**src/rtl/refresh_pkg.sv**
```systemverilog
package refresh_pkg;
  // start value for a segment so the segments expire on different passes
  function automatic int unsigned stagger_init(int unsigned seg, int unsigned cmax);
    return cmax - (seg % (cmax + 1));
  endfunction
endpackage

```
**src/rtl/refresh_tick.sv**
```systemverilog
module refresh_tick #(
  parameter int unsigned TICK_DIV = 16
) (
  input  logic clk_i,
  input  logic rst_ni,
  output logic tick_o
);
  localparam int unsigned DIV_W = (TICK_DIV > 1) ? $clog2(TICK_DIV) : 1;

  logic [DIV_W-1:0] div_q;

  assign tick_o = (div_q == DIV_W'(TICK_DIV - 1));

  always_ff @(posedge clk_i or negedge rst_ni) begin
    if (!rst_ni)     div_q <= '0;
    else if (tick_o) div_q <= '0;
    else             div_q <= div_q + 1'b1;
  end


  tick_gap_chk: assert property (@(posedge clk_i) disable iff (!rst_ni)
    tick_o |=> !tick_o);
endmodule

```
**src/rtl/refresh_counters.sv**
```systemverilog
module refresh_counters
  import refresh_pkg::*;
#(
  parameter int unsigned NUM_ROWS = 64,
  parameter int unsigned NUM_SEGS = 4,
  parameter int unsigned CNT_W    = 2,
  localparam int unsigned ROW_W   = $clog2(NUM_ROWS),
  localparam int unsigned SEG_LEN = NUM_ROWS / NUM_SEGS,
  localparam int unsigned IDX_W   = (SEG_LEN > 1) ? $clog2(SEG_LEN) : 1
) (
  input  logic             clk_i,
  input  logic             rst_ni,
  input  logic             tick_i,
  input  logic             acc_valid_i,
  input  logic [ROW_W-1:0] acc_row_i,
  output logic             expire_o [NUM_SEGS],
  output logic [ROW_W-1:0] seg_row_o [NUM_SEGS]
);
  localparam logic [CNT_W-1:0] CNT_MAX = {CNT_W{1'b1}};

  logic [CNT_W-1:0] cnt_q [NUM_ROWS];
  logic [IDX_W-1:0] idx_q;

  always_ff @(posedge clk_i or negedge rst_ni) begin
    if (!rst_ni)
      idx_q <= '0;
    else if (tick_i)
      idx_q <= (idx_q == IDX_W'(SEG_LEN - 1)) ? '0 : idx_q + 1'b1;
  end

  always_ff @(posedge clk_i or negedge rst_ni) begin
    if (!rst_ni) begin
      for (int r = 0; r < NUM_ROWS; r++)
        cnt_q[r] <= CNT_W'(stagger_init(r / SEG_LEN, CNT_MAX));
    end else begin
      for (int r = 0; r < NUM_ROWS; r++) begin
        if (acc_valid_i && acc_row_i == ROW_W'(r))
          cnt_q[r] <= CNT_MAX;  // access beats tick
        else if (tick_i && idx_q == IDX_W'(r % SEG_LEN))
          cnt_q[r] <= (cnt_q[r] == '0) ? CNT_MAX : cnt_q[r] - 1'b1;
      end
    end
  end

  for (genvar s = 0; s < NUM_SEGS; s++) begin : g_seg
    assign seg_row_o[s] = ROW_W'(s * SEG_LEN) + ROW_W'(idx_q);
    assign expire_o[s]  = tick_i && (cnt_q[seg_row_o[s]] == '0) &&
                          !(acc_valid_i && acc_row_i == seg_row_o[s]);
  end


  acc_reload_chk: assert property (@(posedge clk_i) disable iff (!rst_ni)
    acc_valid_i |=> cnt_q[$past(acc_row_i)] == CNT_MAX);

  idx_wrap_chk: assert property (@(posedge clk_i) disable iff (!rst_ni)
    (tick_i && idx_q == IDX_W'(SEG_LEN - 1)) |=> idx_q == '0);

  idx_hold_chk: assert property (@(posedge clk_i) disable iff (!rst_ni)
    !tick_i |=> $stable(idx_q));
endmodule

```
**src/rtl/refresh_slots.sv**
```systemverilog
module refresh_slots #(
  parameter int unsigned NUM_SEGS = 4,
  parameter int unsigned ROW_W    = 6,
  localparam int unsigned SEG_W   = (NUM_SEGS > 1) ? $clog2(NUM_SEGS) : 1
) (
  input  logic             clk_i,
  input  logic             rst_ni,
  input  logic             expire_i [NUM_SEGS],
  input  logic [ROW_W-1:0] seg_row_i [NUM_SEGS],
  output logic             valid_o,
  output logic [ROW_W-1:0] row_o,
  input  logic             ready_i
);
  logic [NUM_SEGS-1:0] vld_q;
  logic [ROW_W-1:0]    row_q [NUM_SEGS];
  logic                hold_q;
  logic [SEG_W-1:0]    hold_seg_q;
  logic [SEG_W-1:0]    low_seg, cur_seg;
  logic                pop;

  always_comb begin
    low_seg = '0;
    for (int s = NUM_SEGS - 1; s >= 0; s--)
      if (vld_q[s]) low_seg = SEG_W'(s);
  end

  // keep the presented row fixed while the port stalls
  assign cur_seg = hold_q ? hold_seg_q : low_seg;
  assign valid_o = |vld_q;
  assign row_o   = row_q[cur_seg];
  assign pop     = valid_o && ready_i;

  always_ff @(posedge clk_i or negedge rst_ni) begin
    if (!rst_ni) begin
      hold_q     <= 1'b0;
      hold_seg_q <= '0;
    end else begin
      hold_q     <= valid_o && !ready_i;
      hold_seg_q <= cur_seg;
    end
  end

  for (genvar s = 0; s < NUM_SEGS; s++) begin : g_slot
    always_ff @(posedge clk_i or negedge rst_ni) begin
      if (!rst_ni) begin
        vld_q[s] <= 1'b0;
        row_q[s] <= '0;
      end else if (expire_i[s]) begin
        vld_q[s] <= 1'b1;
        row_q[s] <= seg_row_i[s];
      end else if (pop && cur_seg == SEG_W'(s)) begin
        vld_q[s] <= 1'b0;
      end
    end


    no_overflow_chk: assert property (@(posedge clk_i) disable iff (!rst_ni)
      (expire_i[s] && vld_q[s]) |-> (pop && cur_seg == SEG_W'(s)));
  end


  row_stable_chk: assert property (@(posedge clk_i) disable iff (!rst_ni)
    (valid_o && !ready_i) |=> (valid_o && $stable(row_o)));
endmodule

```
**src/rtl/refresh_sched.sv**
```systemverilog
module refresh_sched #(
  parameter int unsigned NUM_ROWS = 64,
  parameter int unsigned NUM_SEGS = 4,
  parameter int unsigned CNT_W    = 2,
  parameter int unsigned TICK_DIV = 16,
  localparam int unsigned ROW_W   = $clog2(NUM_ROWS)
) (
  input  logic             clk_i,
  input  logic             rst_ni,
  input  logic             access_valid_i,
  input  logic [ROW_W-1:0] access_row_i,
  output logic             refresh_valid_o,
  output logic [ROW_W-1:0] refresh_row_o,
  input  logic             refresh_ready_i
);
  logic             tick;
  logic             expire  [NUM_SEGS];
  logic [ROW_W-1:0] seg_row [NUM_SEGS];

  initial begin
    seg_split_chk: assert (NUM_ROWS % NUM_SEGS == 0 && TICK_DIV >= NUM_SEGS);
  end

  refresh_tick #(.TICK_DIV(TICK_DIV)) u_tick (
    .clk_i  (clk_i),
    .rst_ni (rst_ni),
    .tick_o (tick)
  );

  refresh_counters #(
    .NUM_ROWS (NUM_ROWS),
    .NUM_SEGS (NUM_SEGS),
    .CNT_W    (CNT_W)
  ) u_counters (
    .clk_i       (clk_i),
    .rst_ni      (rst_ni),
    .tick_i      (tick),
    .acc_valid_i (access_valid_i),
    .acc_row_i   (access_row_i),
    .expire_o    (expire),
    .seg_row_o   (seg_row)
  );

  refresh_slots #(
    .NUM_SEGS (NUM_SEGS),
    .ROW_W    (ROW_W)
  ) u_slots (
    .clk_i     (clk_i),
    .rst_ni    (rst_ni),
    .expire_i  (expire),
    .seg_row_i (seg_row),
    .valid_o   (refresh_valid_o),
    .row_o     (refresh_row_o),
    .ready_i   (refresh_ready_i)
  );


  reset_idle_chk: assert property (@(posedge clk_i) disable iff (!rst_ni)
    $rose(rst_ni) |-> !refresh_valid_o);
endmodule

```
**config.mk**
```make
export PLATFORM = sky130hd
export DESIGN_NAME = refresh_sched
export DESIGN_NICKNAME = d
export VERILOG_FILES = /design/src/rtl/refresh_pkg.sv /design/src/rtl/refresh_tick.sv /design/src/rtl/refresh_counters.sv /design/src/rtl/refresh_slots.sv /design/src/rtl/refresh_sched.sv
export SDC_FILE = /design/constraint.sdc
export NUM_CORES = 1
export LEC_CHECK = 0
export ABC_AREA = 1
export BUFFER_PORTS_ARGS = -buffer_cell sky130_fd_sc_hd__buf_4
export CORE_ASPECT_RATIO = 0.6
export CORE_MARGIN = 2
export CORE_UTILIZATION = 35
export CTS_CLUSTER_DIAMETER = 50
export DETAILED_ROUTE_END_ITERATION = 12
export GPL_TIMING_DRIVEN = 0
export HOLD_SLACK_MARGIN = 0.03
export SLEW_MARGIN = 40
export SYNTH_ARGS = -nofsm -noshare
export SYNTH_HDL_FRONTEND = slang
export SYNTH_SLANG_ARGS = --single-unit
```
**constraint.sdc**
```tcl
create_clock -name clk_i -period 1.9 [get_ports clk_i]
set_input_delay 0 -clock clk_i [delete_from_list [all_inputs] [get_ports clk_i]]
set_output_delay 0 -clock clk_i [all_outputs]
set_load 0.05 [all_outputs]
```
## Word level (Yosys, flattened, before mapping)

Cells that the tools add are included.

- ROM bits: 0
- Logic and storage cells: 706
- Bits in writable memories: 0
- Output and inout port bits: 7
- Memories: 0
- Flip-flop bits (word level): 165
- Latch bits: 0

- Mux-type cells: 222
- Eq/ne operators: 86
- $add $sub $neg: 69
- Order comparisons: 5
- $mul: 0
- Shift-type cells: 0
- Reduce and logical (&&, ||, !) cells: 243
- Bitwise gates (word level): 5
- Divide/modulo/power cells: 0

Operators by type and width:

| operator | count |
|---|---|
| $mux 2 | 205 |
| $eq 6x6->1 const B | 32 |
| $logic_not 2->1 | 69 |
| $reduce_bool 2->1 | 68 |
| $sub 2x1->2 const B | 64 |
| $logic_and 1x1->1 | 98 |
| $eq 6x5->1 const B | 16 |
| $bmux 2 s6 | 4 |
| $eq 6x4->1 const B | 8 |
| $eq 4x4->1 const B | 9 |
| $ge 7x7->1 const B | 4 |
| $eq 6x3->1 const B | 4 |
| $not 6->7 | 3 |
| $eq 6x6->1 | 3 |
| $eq 4x3->1 const B | 4 |
| $bmux 6 s2 | 1 |
| $eq 6x2->1 const B | 2 |
| $mux 6 | 2 |
| $add 4x1->4 const B | 2 |
| $eq 4x2->1 const B | 2 |
| $mux 1 | 8 |
| $mux 4 | 2 |
| $not 4->7 | 1 |
| $add 5x4->6 const A | 1 |
| 13 further kinds | 18 |

## Depth between registers and ports, before layout

- Depth in word-level cells: 9
- Gate-level depth with buffers: 11

## Modules after synthesis

A second synthesis with hierarchy kept.

- Cell total of the unflattened synthesis: 1345
- Area total of the unflattened synthesis: 10322.4 um2

By module, submodules not included:

| module | cells each | sequential area each (um2) | times used | area an instance (um2) |
|---|---|---|---|---|
| refresh_counters | 1129 | 3383.2 | 1 | 8654.6 |
| refresh_slots | 201 | 775.7 | 1 | 1497.7 |
| refresh_tick | 15 | 100.1 | 1 | 170.2 |

## Worst setup path after synthesis

OpenSTA, ideal clock, no wires.

- Path type: register to output
- From: reg u_slots.vld_q[0]
- To: out refresh_row_o[5]
- Cell stages (with the launch flop): 8
- Data required time: 1.900 ns
- Path slack: 0.094 ns
- Data arrival time: 1.806 ns
- Cell sequence: dfrtp_1 -> nor2_1 -> nand2_1 -> nand2_1 -> o21ai_0 -> nor2_1 -> inv_1 -> o22ai_1

- Longest elaborated chain between the ends: 6

Ends and longest elaborated chain:

| element | RTL line | RTL |
|---|---|---|
| from (decl) | refresh_slots.sv:14 | `logic [NUM_SEGS-1:0] vld_q;` |
| from (signal, indexed assignment) | refresh_slots.sv:46 | `vld_q[s] <= 1'b0;` |
| from (signal, indexed assignment) | refresh_slots.sv:49 | `vld_q[s] <= 1'b1;` |
| from (signal, indexed assignment) | refresh_slots.sv:52 | `vld_q[s] <= 1'b0;` |
| $mux 2 | refresh_slots.sv:24 | `if (vld_q[s]) low_seg = SEG_W'(s);` |
| $mux 2 | refresh_slots.sv:28 | `assign cur_seg = hold_q ? hold_seg_q : low_seg;` |
| $not 2->3 (implied by the code) | refresh_slots.sv:30 | `assign row_o = row_q[cur_seg];` |
| $bmux 6 s2 | refresh_slots.sv:30 |  |
| $mux 6 (implied by the code) (2 in series) | refresh_slots.sv:30 |  |
| to (decl) | refresh_sched.sv:13 | `output logic [ROW_W-1:0] refresh_row_o,` |

Every way passes these cells. The select of a mux whose other input is x is not followed.

## Final worst setup path

- From: reg u_counters.idx_q[0]
- To: reg u_slots.row_q[13] in the netlist's numbering

- Longest elaborated chain between the ends: 8
- Elaborated cells between the ends (all ways): 11
- Those cells by class: add/sub (1); eq/ne (1); mux (3); bitwise (1); reduce/logical (5)

Ends and longest elaborated chain:

| element | RTL line | RTL |
|---|---|---|
| from (decl) | refresh_counters.sv:22 | `logic [IDX_W-1:0] idx_q;` |
| from (signal assigned) | refresh_counters.sv:28 | `idx_q <= (idx_q == IDX_W'(SEG_LEN - 1)) ? '0 : idx_q + 1'b1;` |
| $add 5x4->6 * | refresh_counters.sv:46 | `assign seg_row_o[s] = ROW_W'(s * SEG_LEN) + ROW_W'(idx_q);` |
| $not 6->7 (implied by the code) | refresh_counters.sv:47 | `assign expire_o[s] = tick_i && (cnt_q[seg_row_o[s]] == '0) &&` |
| $bmux 2 s6 | refresh_counters.sv:47 |  |
| $mux 2 (implied by the code) (2 in series) | refresh_counters.sv:47 |  |
| $logic_not 2->1 | refresh_counters.sv:47 |  |
| $logic_and 1x1->1 (2 in series) | refresh_counters.sv:47 |  |
| to (signal, indexed assignment) | refresh_slots.sv:50 | `row_q[s] <= seg_row_i[s];` |
| to (decl) | refresh_slots.sv:15 | `logic [ROW_W-1:0] row_q [NUM_SEGS];` |

Mark *: on every way between the ends. The rest lies on a longest branch, timed or not. The select of a mux whose other input is x is not followed.
A chain may end at the register's enable or synchronous reset.

==> impl_metrics.toml <==
[status]
status = "complete, but fails checks"
violations = "negative setup slack"

[timing]
worstMarginPinSlew_ps = 884
drv_slew = 0
finalCritPeriodShare_pct = 100
layout_setup_ws_ps = -8.42
skew_ps = 7.86
rsz0062_at_grt = "yes"
relSlewSlack_pct = 40.6
max_freq_ghz = 0.524
min_period_ps = 1910
hold_viol = 0
finalSetupViolations = 3

[global_routing]
grt_use_total_pct = 21.6
overflow = 0
grt_pass1_vias = 8299
antenna_found_initial = 0
grt_pass1_wl_mm = 47.0
grt_max_degree = 61

[final_layout]
final_util_pct = 42.8
diodes = 0
fin_nets = 1412
final_cell_mix = "nand2_1, inv_1, dfrtp_1"
synthToLayoutAreaGrowth_pct = 20.8
drive_above_1_share_pct = 19.7
mostFrequentLayoutCell = "nand2_1"

[cts]
cts_made_buffers = 17
cts_max_path_buffers = 2
cts_max_level = 4
clk_latency_ps = 460
cts_sinks = 162
root_buffer = "clkbuf_16"
path_clk_slew_ps = 70
cts_tree = "yes"

[worst_setup_path]
r2r_end = "u_slots.row_q[13]$_DFFE_PN0P_"
r2r_setup_slack_ps = -8
max_stage_delay_ps = 480
crit_top_cell = "nand2_1"
crit_slowest_cell = "dfrtp_2"
required_ps = 2240
path_class = "reg2reg"
path_cells = "clkinv_4 -> buf_6 -> nand2_1 -> nand3_1 -> nand2_1 -> nand2_1 -> nand2_1 -> nor2_4 -> nand3_4 -> nand2_1 -> nand2_1"
crit_arrival_ps = 2250
cp_max_fo = 10
critPathLaunchType = "register"
r2r-start = "u_counters.idx_q[0]$_DFFE_PN0P_"
cp-end-kind = "register"
reg2reg_depth = 11

[power_and_ir_drop]
leakage_nw = 6.31
ir_drop_mv = 0.432
p_per_area_mw_per_mm2 = 639
design_power_total_mw = 7.50

[synthesis]
syn_nets = 1346
syn_area_sq_mm = 0.00972
seq_area_frac_synth_pct = 42.5
ys_types = 31
yosysWarnings = 0
ys_ff_latch = 162
postSynthCellCount = 1267
avgSynthCellArea_sq_um = 7.67

[route]
drt-pass1-iter-count = 5
wire_per_inst_microns = 17.7
num_vias = 8929
vias_per_cell = 5.21
ant_nets = 0
drt_iter0_drc = 796
drc = 0
wl_mm = 30.4

[flow_run]
maxCapViolations = 0

[floorplan]
initial_core_util_pct = 35.4
die_h_microns = 133
dieArea_sq_mm = 0.0292
coreArea_sq_mm = 0.0275
pin_count = 17
die_x_microns = 219
row_count = 47

[hold_path]
hold_start = "access_row_i[3]"
hold_path_class = "in2reg"
worstHoldEndpoint = "u_counters.cnt_q[62]$_DFFE_PN1P_"
holdPathStages = 4

[place]
gp_congestion = 0.940
numPortBuffers = 16
hpwl_mm = 22.6
[cell families (layout without fill, tap and decap cells)]
kind of cell	Yosys count	after routing	share of synthesized area, %
DFF	162	162	42.5
and+or+nand+nor	570	570	24.4
xor gates and xnor gates	3	3	0.270
adders and majority gates	69	69	8.88
AOI/OAI and AO/OA	225	225	14.1
buffers and inverters	238	317	9.81
[where the power goes]
group          total (mW)  leakage [nW]  internal, mW  switching [mW]
clock                3.63         0.291          2.09            1.53
combinational       0.367          4.31         0.102           0.265
sequential           3.51          1.70          3.49          0.0177
total                7.50          6.31          5.68            1.82
[cell usage after synthesis]
cell	instances	area share (%)
inv_2	11	0.42
or2_2	1	0.064
xor2_1	3	0.27
buf_2	24	1.2
o22ai_1	11	0.71
clkinv_1	1	0.039
nor3_1	10	0.51
o211ai_1	70	5.4
o21ai_1	10	0.51
nand4_1	20	1.3
nand3_1	73	3.8
nand3_2	4	0.41
o21ai_0	78	4.0
nand2_1	373	14
nor2_2	10	0.64
dfstp_2	64	17
nor3_2	2	0.21
clkbuf_1	10	0.39
nor4_1	3	0.19
buf_4	4	0.31
nand2_2	1	0.064
o21ai_2	2	0.18
o221ai_1	11	0.99
a21oi_1	41	2.1
ha_1	69	8.9
buf_6	2	0.23
nor2_4	1	0.12
dfrtp_1	98	25
inv_1	186	7.2
a22oi_1	2	0.15
nor2_1	72	2.8
[worst max-delay path, delay by kind of cell, from the launching register on]
| family | cells | cell delay (ps) |
|---|---|---|
| AND/OR/NAND/NOR | 9 | 1000 |
| flip-flops | 1 | 480 |
| buffers and inverters | 2 | 320 |
[state kept, by name, indices dropped and copies added, names as in the netlist]
| name | flops |
|---|---|
| u_tick.div_q | 4 |
| u_counters.idx_q | 4 |
| u_slots.vld_q | 4 |
| u_slots.row_q | 19 |
| u_counters.cnt_q | 128 |
| u_slots.hold_q | 1 |
| u_slots.hold_seg_q | 2 |
[routing by layer]
layer	vias up	GRT usage, %	share of wire (%)
li1	4298	-	-
met1	4309	33.5	51
met2	292	28.5	39
met3	30	6.19	9.1
met4	0	5.97	1.2
met5	-	0	0
[worst max-delay path by stage]
stage | slack [ps] | depth (start not counted) | endpoint | startpoint
6_report | -8 | 11 | u_slots.row_q[13]$_DFFE_PN0P_ | u_counters.idx_q[0]$_DFFE_PN0P_
3_5_place_dp | -580 | 9 | u_counters.cnt_q[100]$_DFFE_PN1P_ | u_counters.idx_q[1]$_DFFE_PN0P_
3_3_place_gp | -530 | 9 | u_counters.cnt_q[118]$_DFFE_PN1P_ | u_counters.idx_q[0]$_DFFE_PN0P_
4_1_cts | -5 | 9 | u_counters.cnt_q[15]$_DFFE_PN0P_ | u_counters.idx_q[0]$_DFFE_PN0P_
2_1_floorplan | 90 | 7 | refresh_row_o[5] | u_slots.vld_q[0]$_DFFE_PN0P_
5_1_grt | -100 | 10 | refresh_row_o[1] | u_slots.vld_q[1]$_DFFE_PN0P_
[area by class of cell]
type | instances | area (sq um)
Fill cell | 2747 | 15700
Multi-Input combinational cell | 867 | 4980
Timing Repair Buffer | 47 | 455
Buffer | 40 | 345
Sequential cell | 162 | 4140
Tap cell | 367 | 459
Clock buffer | 18 | 439
Clock inverter | 14 | 164
Inverter | 198 | 766
[stage by stage]
step	area, sq um	instances	hold slack, ps	setup slack, ps	TNS, ps
2_1_floorplan	9720	1267	-296	93.5	0
3_3_place_gp	10300	1650	164	-530	-52170
3_5_place_dp	10400	1653	-148	-580	-43510
4_1_cts	11300	1698	38.8	-5.18	-5.18
5_1_grt	11700	1713	92.5	-104	-1650
6_report	11700	1713	66.6	-8.42	-16.8
[repair_timing]
item                                    4_1_cts  5_1_grt
hold endpoints to repair                    106        0
endpoints found under the setup margin      142      124
gates cloned                                  0        0
hold buffers                                  8        0
setup buffers                                 5       15
resized for setup                            72       94
pin swaps                                    10       16
(Power assumes the default switching activity.)
